### src/rtl/dma_sel_pkg.sv
`timescale 1ns/1ps
// Package: shared types for the DMA request and select block.
// Assumes: the synchronized bus bundle is packed in the order given by the
// struct so the synchronizer can treat it as a plain vector.
package dma_sel_pkg;

    // Strobe decode variants of the host bus
    typedef enum logic {
        STB_SPLIT  = 1'b0,   // separate read and write strobes
        STB_SINGLE = 1'b1    // one data strobe
    } strobe_mode_e;

    // Bus-side controls, all converted to active high before synchronizing
    typedef struct packed {
        logic ack;
        logic rd;
        logic wr;
        logic ds;
        logic aen;
    } bus_ctl_t;

    localparam int BUS_CTL_W = $bits(bus_ctl_t);

endpackage

### src/rtl/dma_in_sync.sv
`timescale 1ns/1ps
// Module: multi-stage synchronizer for a vector of asynchronous levels.
// Assumes: each bit is an independent level; no bus coherence is required.
// Reset loads the idle (0) value into every stage.
module dma_in_sync #(
    parameter int WIDTH  = 5,
    parameter int STAGES = 2
) (
    input  logic             clk,
    input  logic             rst_n,
    input  logic [WIDTH-1:0] d,
    output logic [WIDTH-1:0] q
);

    logic [WIDTH-1:0] stage_q [STAGES];

    generate
        for (genvar g = 0; g < STAGES; g++) begin : g_stage
            if (g == 0) begin : g_first
                // First stage samples the asynchronous input
                always_ff @(posedge clk) begin
                    if (!rst_n) stage_q[g] <= '0;
                    else        stage_q[g] <= d;
                end
            end else begin : g_next
                // Later stages resolve metastability
                always_ff @(posedge clk) begin
                    if (!rst_n) stage_q[g] <= '0;
                    else        stage_q[g] <= stage_q[g-1];
                end
            end
        end
    endgenerate

    assign q = stage_q[STAGES-1];

endmodule

### src/rtl/dma_req_gate.sv
`timescale 1ns/1ps
// Module: combines per-direction DMA request sources into one bus request.
// Assumes: sources, enables, dma_en and pol are synchronous to clk;
// ack_act is already synchronized. The pin level register takes the
// polarity at the same edge as the request so they never disagree.
module dma_req_gate #(
    parameter int NUM_SRC = 2
) (
    input  logic               clk,
    input  logic               rst_n,
    input  logic [NUM_SRC-1:0] src,
    input  logic [NUM_SRC-1:0] src_en,
    input  logic               dma_en,
    input  logic               ack_act,
    input  logic               pol,
    output logic               req_pin
);

    logic [NUM_SRC-1:0] masked;
    logic               want;
    logic               pin_q;

    // Per-direction masking of the sources
    always_comb begin
        for (int i = 0; i < NUM_SRC; i++) begin
            masked[i] = src[i] & src_en[i];
        end
    end

    // Global enable and acknowledge clear
    assign want = dma_en & (|masked) & ~ack_act;

    // Register the pin level in the chosen polarity
    always_ff @(posedge clk) begin
        if (!rst_n) pin_q <= ~pol;
        else        pin_q <= pol ? want : ~want;
    end

    assign req_pin = pin_q;

endmodule

### src/rtl/dma_sel_decode.sv
`timescale 1ns/1ps
// Module: decides whether the current bus cycle selects this port, either
// as a DMA device or through its own address, and drives select acknowledge.
// Assumes: bus controls arrive synchronized and active high; addr_hit and
// dma_en are synchronous to clk.
module dma_sel_decode
    import dma_sel_pkg::*;
(
    input  logic         clk,
    input  logic         rst_n,
    input  strobe_mode_e mode,
    input  bus_ctl_t     bus,
    input  logic         dma_en,
    input  logic         addr_hit,
    output logic         dma_sel,
    output logic         io_sel,
    output logic         sel_ack_n
);

    logic strobe;
    logic dma_hit;
    logic io_hit;
    logic dma_q;
    logic io_q;
    logic sak_q;

    // Strobe term according to bus mode
    always_comb begin
        unique case (mode)
            STB_SINGLE: strobe = bus.ds;
            default:    strobe = bus.rd | bus.wr;
        endcase
    end

    // Cycle qualification by address enable
    always_comb begin
        dma_hit = 1'b0;
        io_hit  = 1'b0;
        if (bus.aen) dma_hit = dma_en & bus.ack & strobe;
        else         io_hit  = addr_hit & strobe;
    end

    // Register the select results and the acknowledge
    always_ff @(posedge clk) begin
        if (!rst_n) begin
            dma_q <= 1'b0;
            io_q  <= 1'b0;
            sak_q <= 1'b1;
        end else begin
            dma_q <= dma_hit;
            io_q  <= io_hit;
            sak_q <= ~(dma_hit | io_hit);
        end
    end

    assign dma_sel   = dma_q;
    assign io_sel    = io_q;
    assign sel_ack_n = sak_q;

endmodule

### src/rtl/dma_req_select.sv
`timescale 1ns/1ps
// Module: top level of the DMA request and slave select logic for a legacy
// host port. Synchronizes bus controls, gates the DMA request and decodes
// port selection.
// Assumes: internal-side inputs are synchronous to clk; bus-side controls
// are asynchronous and need SYNC_STAGES flops.
module dma_req_select #(
    parameter int SYNC_STAGES = 2
) (
    input  logic clk,
    input  logic rst_n,
    input  logic rx_req_src,
    input  logic tx_req_src,
    input  logic rx_req_en,
    input  logic tx_req_en,
    input  logic dma_en,
    input  logic req_pol,
    input  logic strobe_mode,
    input  logic dma_ack_n,
    input  logic rd_n,
    input  logic wr_n,
    input  logic ds_n,
    input  logic addr_en,
    input  logic addr_hit,
    output logic dma_req_pin,
    output logic dma_sel,
    output logic io_sel,
    output logic sel_ack_n
);
    import dma_sel_pkg::*;

    localparam int NUM_DIR = 2;

    bus_ctl_t           bus_raw;
    bus_ctl_t           bus_sync;
    logic [BUS_CTL_W-1:0] bus_sync_vec;
    logic [NUM_DIR-1:0] dir_src;
    logic [NUM_DIR-1:0] dir_en;
    logic               ack_act;

    // Convert bus controls to active high before synchronizing
    always_comb begin
        bus_raw.ack = ~dma_ack_n;
        bus_raw.rd  = ~rd_n;
        bus_raw.wr  = ~wr_n;
        bus_raw.ds  = ~ds_n;
        bus_raw.aen = addr_en;
    end

    dma_in_sync #(
        .WIDTH  (BUS_CTL_W),
        .STAGES (SYNC_STAGES)
    ) u_sync (
        .clk   (clk),
        .rst_n (rst_n),
        .d     (bus_raw),
        .q     (bus_sync_vec)
    );

    assign bus_sync = bus_ctl_t'(bus_sync_vec);
    assign ack_act  = bus_sync.ack;
    assign dir_src  = {tx_req_src, rx_req_src};
    assign dir_en   = {tx_req_en, rx_req_en};

    dma_req_gate #(
        .NUM_SRC (NUM_DIR)
    ) u_gate (
        .clk     (clk),
        .rst_n   (rst_n),
        .src     (dir_src),
        .src_en  (dir_en),
        .dma_en  (dma_en),
        .ack_act (ack_act),
        .pol     (req_pol),
        .req_pin (dma_req_pin)
    );

    dma_sel_decode u_dec (
        .clk       (clk),
        .rst_n     (rst_n),
        .mode      (strobe_mode_e'(strobe_mode)),
        .bus       (bus_sync),
        .dma_en    (dma_en),
        .addr_hit  (addr_hit),
        .dma_sel   (dma_sel),
        .io_sel    (io_sel),
        .sel_ack_n (sel_ack_n)
    );

endmodule

### config.mk
export PLATFORM = sky130hd
export DESIGN_NAME = dma_req_select
export DESIGN_NICKNAME = d
export VERILOG_FILES = /design/src/rtl/dma_sel_pkg.sv /design/src/rtl/dma_in_sync.sv /design/src/rtl/dma_req_gate.sv /design/src/rtl/dma_sel_decode.sv /design/src/rtl/dma_req_select.sv
export SDC_FILE = /design/constraint.sdc
export NUM_CORES = 1
export LEC_CHECK = 0
export ABC_AREA = 1
export BUFFER_PORTS_ARGS = -buffer_cell sky130_fd_sc_hd__buf_2
export CORE_AREA = 3 3 40 42
export CTS_CLUSTER_DIAMETER = 200
export CTS_CLUSTER_SIZE = 14
export DETAILED_ROUTE_END_ITERATION = 8
export DIE_AREA = 0 0 43 45
export MAX_ROUTING_LAYER = met4
export PLACE_DENSITY = 0.59
export SYNTH_ARGS = -nofsm -noshare
export SYNTH_HDL_FRONTEND = slang
export SYNTH_SLANG_ARGS = --single-unit
export TNS_END_PERCENT = 50
### constraint.sdc
create_clock -name clk -period 1.92 [get_ports clk]
set_input_delay 0.384 -clock clk [delete_from_list [all_inputs] [get_ports clk]]
set_output_delay 0.384 -clock clk [all_outputs]
set_load 0.005 [all_outputs]
# Word-level counts from Yosys, hierarchy flattened
# Memory sizes are Yosys's and may differ from the RTL's.
# Cells that the tools add are included.
[classes]
mux = 9
bitwise = 19
reduce_logical = 1
[op_table]
columns = ["cell", "n"]
rows = [
  ["2-to-1 mux 5 bit", 2],
  ["inverter 1 bit", 8],
  ["bitwise AND 1 bit", 7],
  ["2-to-1 mux 1 bit", 7],
  ["OR 1 bit", 4],
  ["OR reduction 2 bit", 1],
]
[word_totals]
regBits = 4
ramBits = 10
wordCells = 34
n_memories = 1
[mem_list]
columns = ["name", "words", "width", "rd", "rd_ports_with_merged_regs", "wr", "line_no", "rtl"]
rows = [
  ["u_sync.stage_q", 2, 5, 2, 0, 2, "dma_in_sync.sv:15", "logic [WIDTH-1:0] stage_q [STAGES];"],
]

# Logic depth before layout (Yosys ltp)
[logic_depth]
word_depth = 7
ltp_mapped = 6

# Modules after synthesis
# From an unflattened synthesis, not the netlist that was laid out.
[hier_totals]
hier_cells = 69
hier_area_um2 = 510.5
[by_module_without_submodules]
columns = ["module", "instances", "cells_each", "area_per_inst_um2", "seq_area_each_um2"]
rows = [
  ["dma_in_sync", 1, 31, 286.5, 200.2],
  ["dma_sel_decode", 1, 20, 137.6, 60.1],
  ["dma_req_gate", 1, 14, 71.3, 20.0],
  ["dma_req_select", 1, 4, 15.0, 0.0],
]

# Worst setup path after synthesis
# Ideal clock, no wire load.
[synth_path]
kind = "input-to-reg"
startpoint = "in rst_n"
endpoint = "reg u_gate.pin_q, in the netlist u_gate.req_pin"
setup_ps = 112
t_arrival_ps = 750
path_slack_ps = 1058
cell_stages = 6
path_buffers = 1
path_cell_list = "buf_6 -> inv_4 -> nor2_2 -> nand3_1 -> nand2_1 -> nand2_1"
[synth_via]
elab_chain_cells = 1
[synth_rtl]
columns = ["element", "line_no", "rtl"]
rows = [
  ["start, declared", "dma_req_select.sv:11", "input logic rst_n,"],
  ["2-to-1 mux 1 bit", "dma_req_gate.sv:35", "if (!rst_n) pin_q <= ~pol;"],
  ["end signal, assigned", "dma_req_gate.sv:35", ""],
  ["end signal, assigned", "dma_req_gate.sv:36", "else pin_q <= pol ? want : ~want;"],
  ["end, declared", "dma_req_gate.sv:21", "logic pin_q;"],
]
# No other way between the ends.
# A chain may end at the register's enable or synchronous reset.

# Final worst setup path
[layout_path]
startpoint = "reg u_gate.pin_q, in the netlist u_gate.req_pin"
endpoint = "out dma_req_pin"
[layout_lines]
columns = ["element", "line_no", "rtl"]
rows = [
  ["end, declared", "dma_req_select.sv:25", "output logic dma_req_pin,"],
]
# No word-level cell between the ends.

==> out/qor.csv <==
stage,metric,value,unit
synthesis,Netlist cell types,11,
route,DR iter-0 viols,1,
route,met2 WL,349,µm
synthesis,mux cell area share after synthesis,0,
worst_setup_path,Worst EP arrival,0.68,ns
floorplan,initial core utilization,0.3651,
timing,setup TNS,0,ns
clock_network,CTS H-Tree Depth,1,
route,First-pass DRT Iterations,2,
global_routing,vias in the first global route,284,
synthesis,ranking of synthesized cells by area,"dfxtp_1 (60%), nand2_1 (12%), inv_1 (8.0%)",
timing,Final Hold Viols,0,
route,DRC,0,
finish,ant diodes,0,
clock_network,Worst-path clk slew,0.07,ns
floorplan,die area,0.001935,mm²
synthesis,Post-Synth Simple-Gate Area,0.2640,
worst_setup_path,worst-path cell chain,buf_2,
synthesis,post-synthesis cell count,57,
finish,share of cells above drive strength 1,0.3247,
clock_network,CTS tree,done,
power_and_ir_drop,pwr dens,847.5,mW/mm²
power_and_ir_drop,P_leak,0.3342,nW
worst_setup_path,R2R setup slack,1.19,ns
route,via count,366,
placed_design,post-DP HPWL,584,µm
timing,Setup-failing EPs final,0,
timing,Fin Hold WS,0.2629,ns
global_routing,overflow left after global routing,0,
synthesis,post-synthesis cell area,469.2,µm²
finish,"commonest non-fill, non-tap cell in the layout",buf_2,
finish,Synth-to-Final Area Change,25.60,%
global_routing,largest net degree at the start of global routing,9,
route,Total Wirelength,709,µm
worst_hold_path,worst min path class,in2reg,
synthesis,Syn. warnings,0,
worst_setup_path,Crit-path slowest cell,dfxtp_1,
synthesis,sequential share of the synthesized area,0.5973,
worst_setup_path,Critical Path RT,1.54,ns
clock_network,root buffer selected by CTS,clkbuf_4,
clock_network,CTS sink count,14,
floorplan,die width,43,µm
route,top sig layer,met4,
placed_design,gpl congestion,0.6651,
worst_setup_path,WS Path Type,reg2out,
synthesis,XOR/XNOR share of the synthesized area,0,
clock_network,CTS Buf Count,3,
outcome,outcome,"finished, final reports clean",
timing,Max Slew Vio Count,0,
route,post-route ant nets,0,
worst_setup_path,Crit path max-delay family,flip-flops,
timing,unrepaired setup endpoints after global routing,no,
worst_setup_path,CP Capture Type,primary output,
synthesis,Synth Area in Adders,0,
synthesis,Synth Area in Compound Gates,0.02133,
synthesis,Synth Area per Inst,8.232,µm²
timing,clk_skew,0.002916,ns
route,DR WL met3,72,µm
floorplan,IO Count,19,
worst_setup_path,peak per-stage delay on the critical path,0.30,ns
clock_network,Setup Buffers After CTS,0,
power_and_ir_drop,worst vdd ir,0.3949,mV
floorplan,core area,0.001285,mm²
global_routing,antenna violations before repair,0,
synthesis,Syn Nets,72,
synthesis,largest family of logic cells by synthesized area,simple AND/OR/NAND/NOR gates,
synthesis,Yosys top cell by area,dfxtp_1,
clock_network,post-CTS resize count,0,
timing,pin slew with the least headroom to its limit,0.1790,ns
timing,min Tclk post-route,1.067,ns
finish,Nets,94,
placed_design,IO Port Bufs,18,
synthesis,area fraction of the dominant cell type after synthesis,0.5973,
timing,FMAX,937.2,MHz
synthesis,Synth Register Bits,14,
clock_network,clk_lat worst skew,0.26,ns
worst_setup_path,Setup crit start kind,flip-flop,
global_routing,total track usage,0.08463,
clock_network,cts hold-fix bufs,0,
worst_setup_path,Buf/Inv on CP,1,
timing,final period utilization,0.5557,
run,Max Cap Viol,0,
finish,most frequent cells in the layout,"buf_2 (18), nand2_1 (15), dfxtp_1 (14)",
floorplan,# rows,13,
clock_network,Max clock buf depth,2,
timing,Rel. slew slack,0.8807,
floorplan,Die Y-Extent,45,µm
route,via/cell ratio,3.978,
route,Wirelength per Cell,7.707,µm
global_routing,first-pass GRT wire length,1055,µm
route,Metal-1 WL,273,µm
worst_setup_path,CP max FO,1,
synth_stat cells:
library cell,count
nor2_1,7
dfxtp_1,14
inv_1,10
inv_4,1
and2_1,2
nand2_1,15
o21ai_1,1
buf_6,1
a21oi_1,1
nor2_2,3
nand3_1,2
through the flow:
step             util  cell area [µm²]  cells  worst slack [ns]  total power [mW]
2_1_floorplan       -            469.2     57             1.058            0.3377
3_3_place_gp   0.4411            566.8     89            0.9361            0.3560
3_5_place_dp   0.4411            566.8     89            0.9015            0.3576
4_1_cts        0.4586            589.3     92            0.8238            0.5108
5_1_grt        0.4586            589.3     92            0.8111            0.5287
6_report       0.4586            589.3     92            0.8530            0.4994
report_power, final:
| group | internal [mW] | switching, mW | leakage (nW) |
|---|---|---|---|
| Combinational | 0.0212 | 0.0214 | 0.205 |
| Clock | 0.0724 | 0.0775 | 0.0138 |
| Sequential | 0.303 | 0.00359 | 0.116 |
per-layer routing:
metal | GRT usage | vias up
met4 | 0.05422 | 0
met1 | 0.07862 | 145
li1 | - | 206
met2 | 0.1228 | 13
met5 | - | -
met3 | 0.06375 | 2
state kept, by name, summed over array words and instances (netlist names):
| name | flops |
|---|---|
| u_dec.sel_ack_n | 1 |
| u_gate.req_pin | 1 |
| u_sync.stage_q | 10 |
| u_dec.io_sel | 1 |
| u_dec.dma_sel | 1 |
cell families after synthesis:
group	after synthesis
compound gates	2
buf+inv	12
simple gates	29
flops	14
path summary, 6_finish.rpt:
path	endpoint	cells after the start	startpoint
worst max-delay path	dma_req_pin	1	u_gate.req_pin
worst min-delay path	u_sync.stage_q[0][4]	2	dma_ack_n
worst max register to register	u_dec.sel_ack_n	3	u_sync.stage_q[1][1]
worst min register to register	u_sync.stage_q[1][1]	2	u_sync.stage_q[0][1]
cell type report:
type	instances	area, µm²
inverter	11	43.79
tap	15	18.77
fill	138	695.7
multi-input combinational	31	133.9
sequential	14	280.3
timing repair buffer	18	90.09
clock buffer	3	22.52
(Power assumes the default switching activity.)
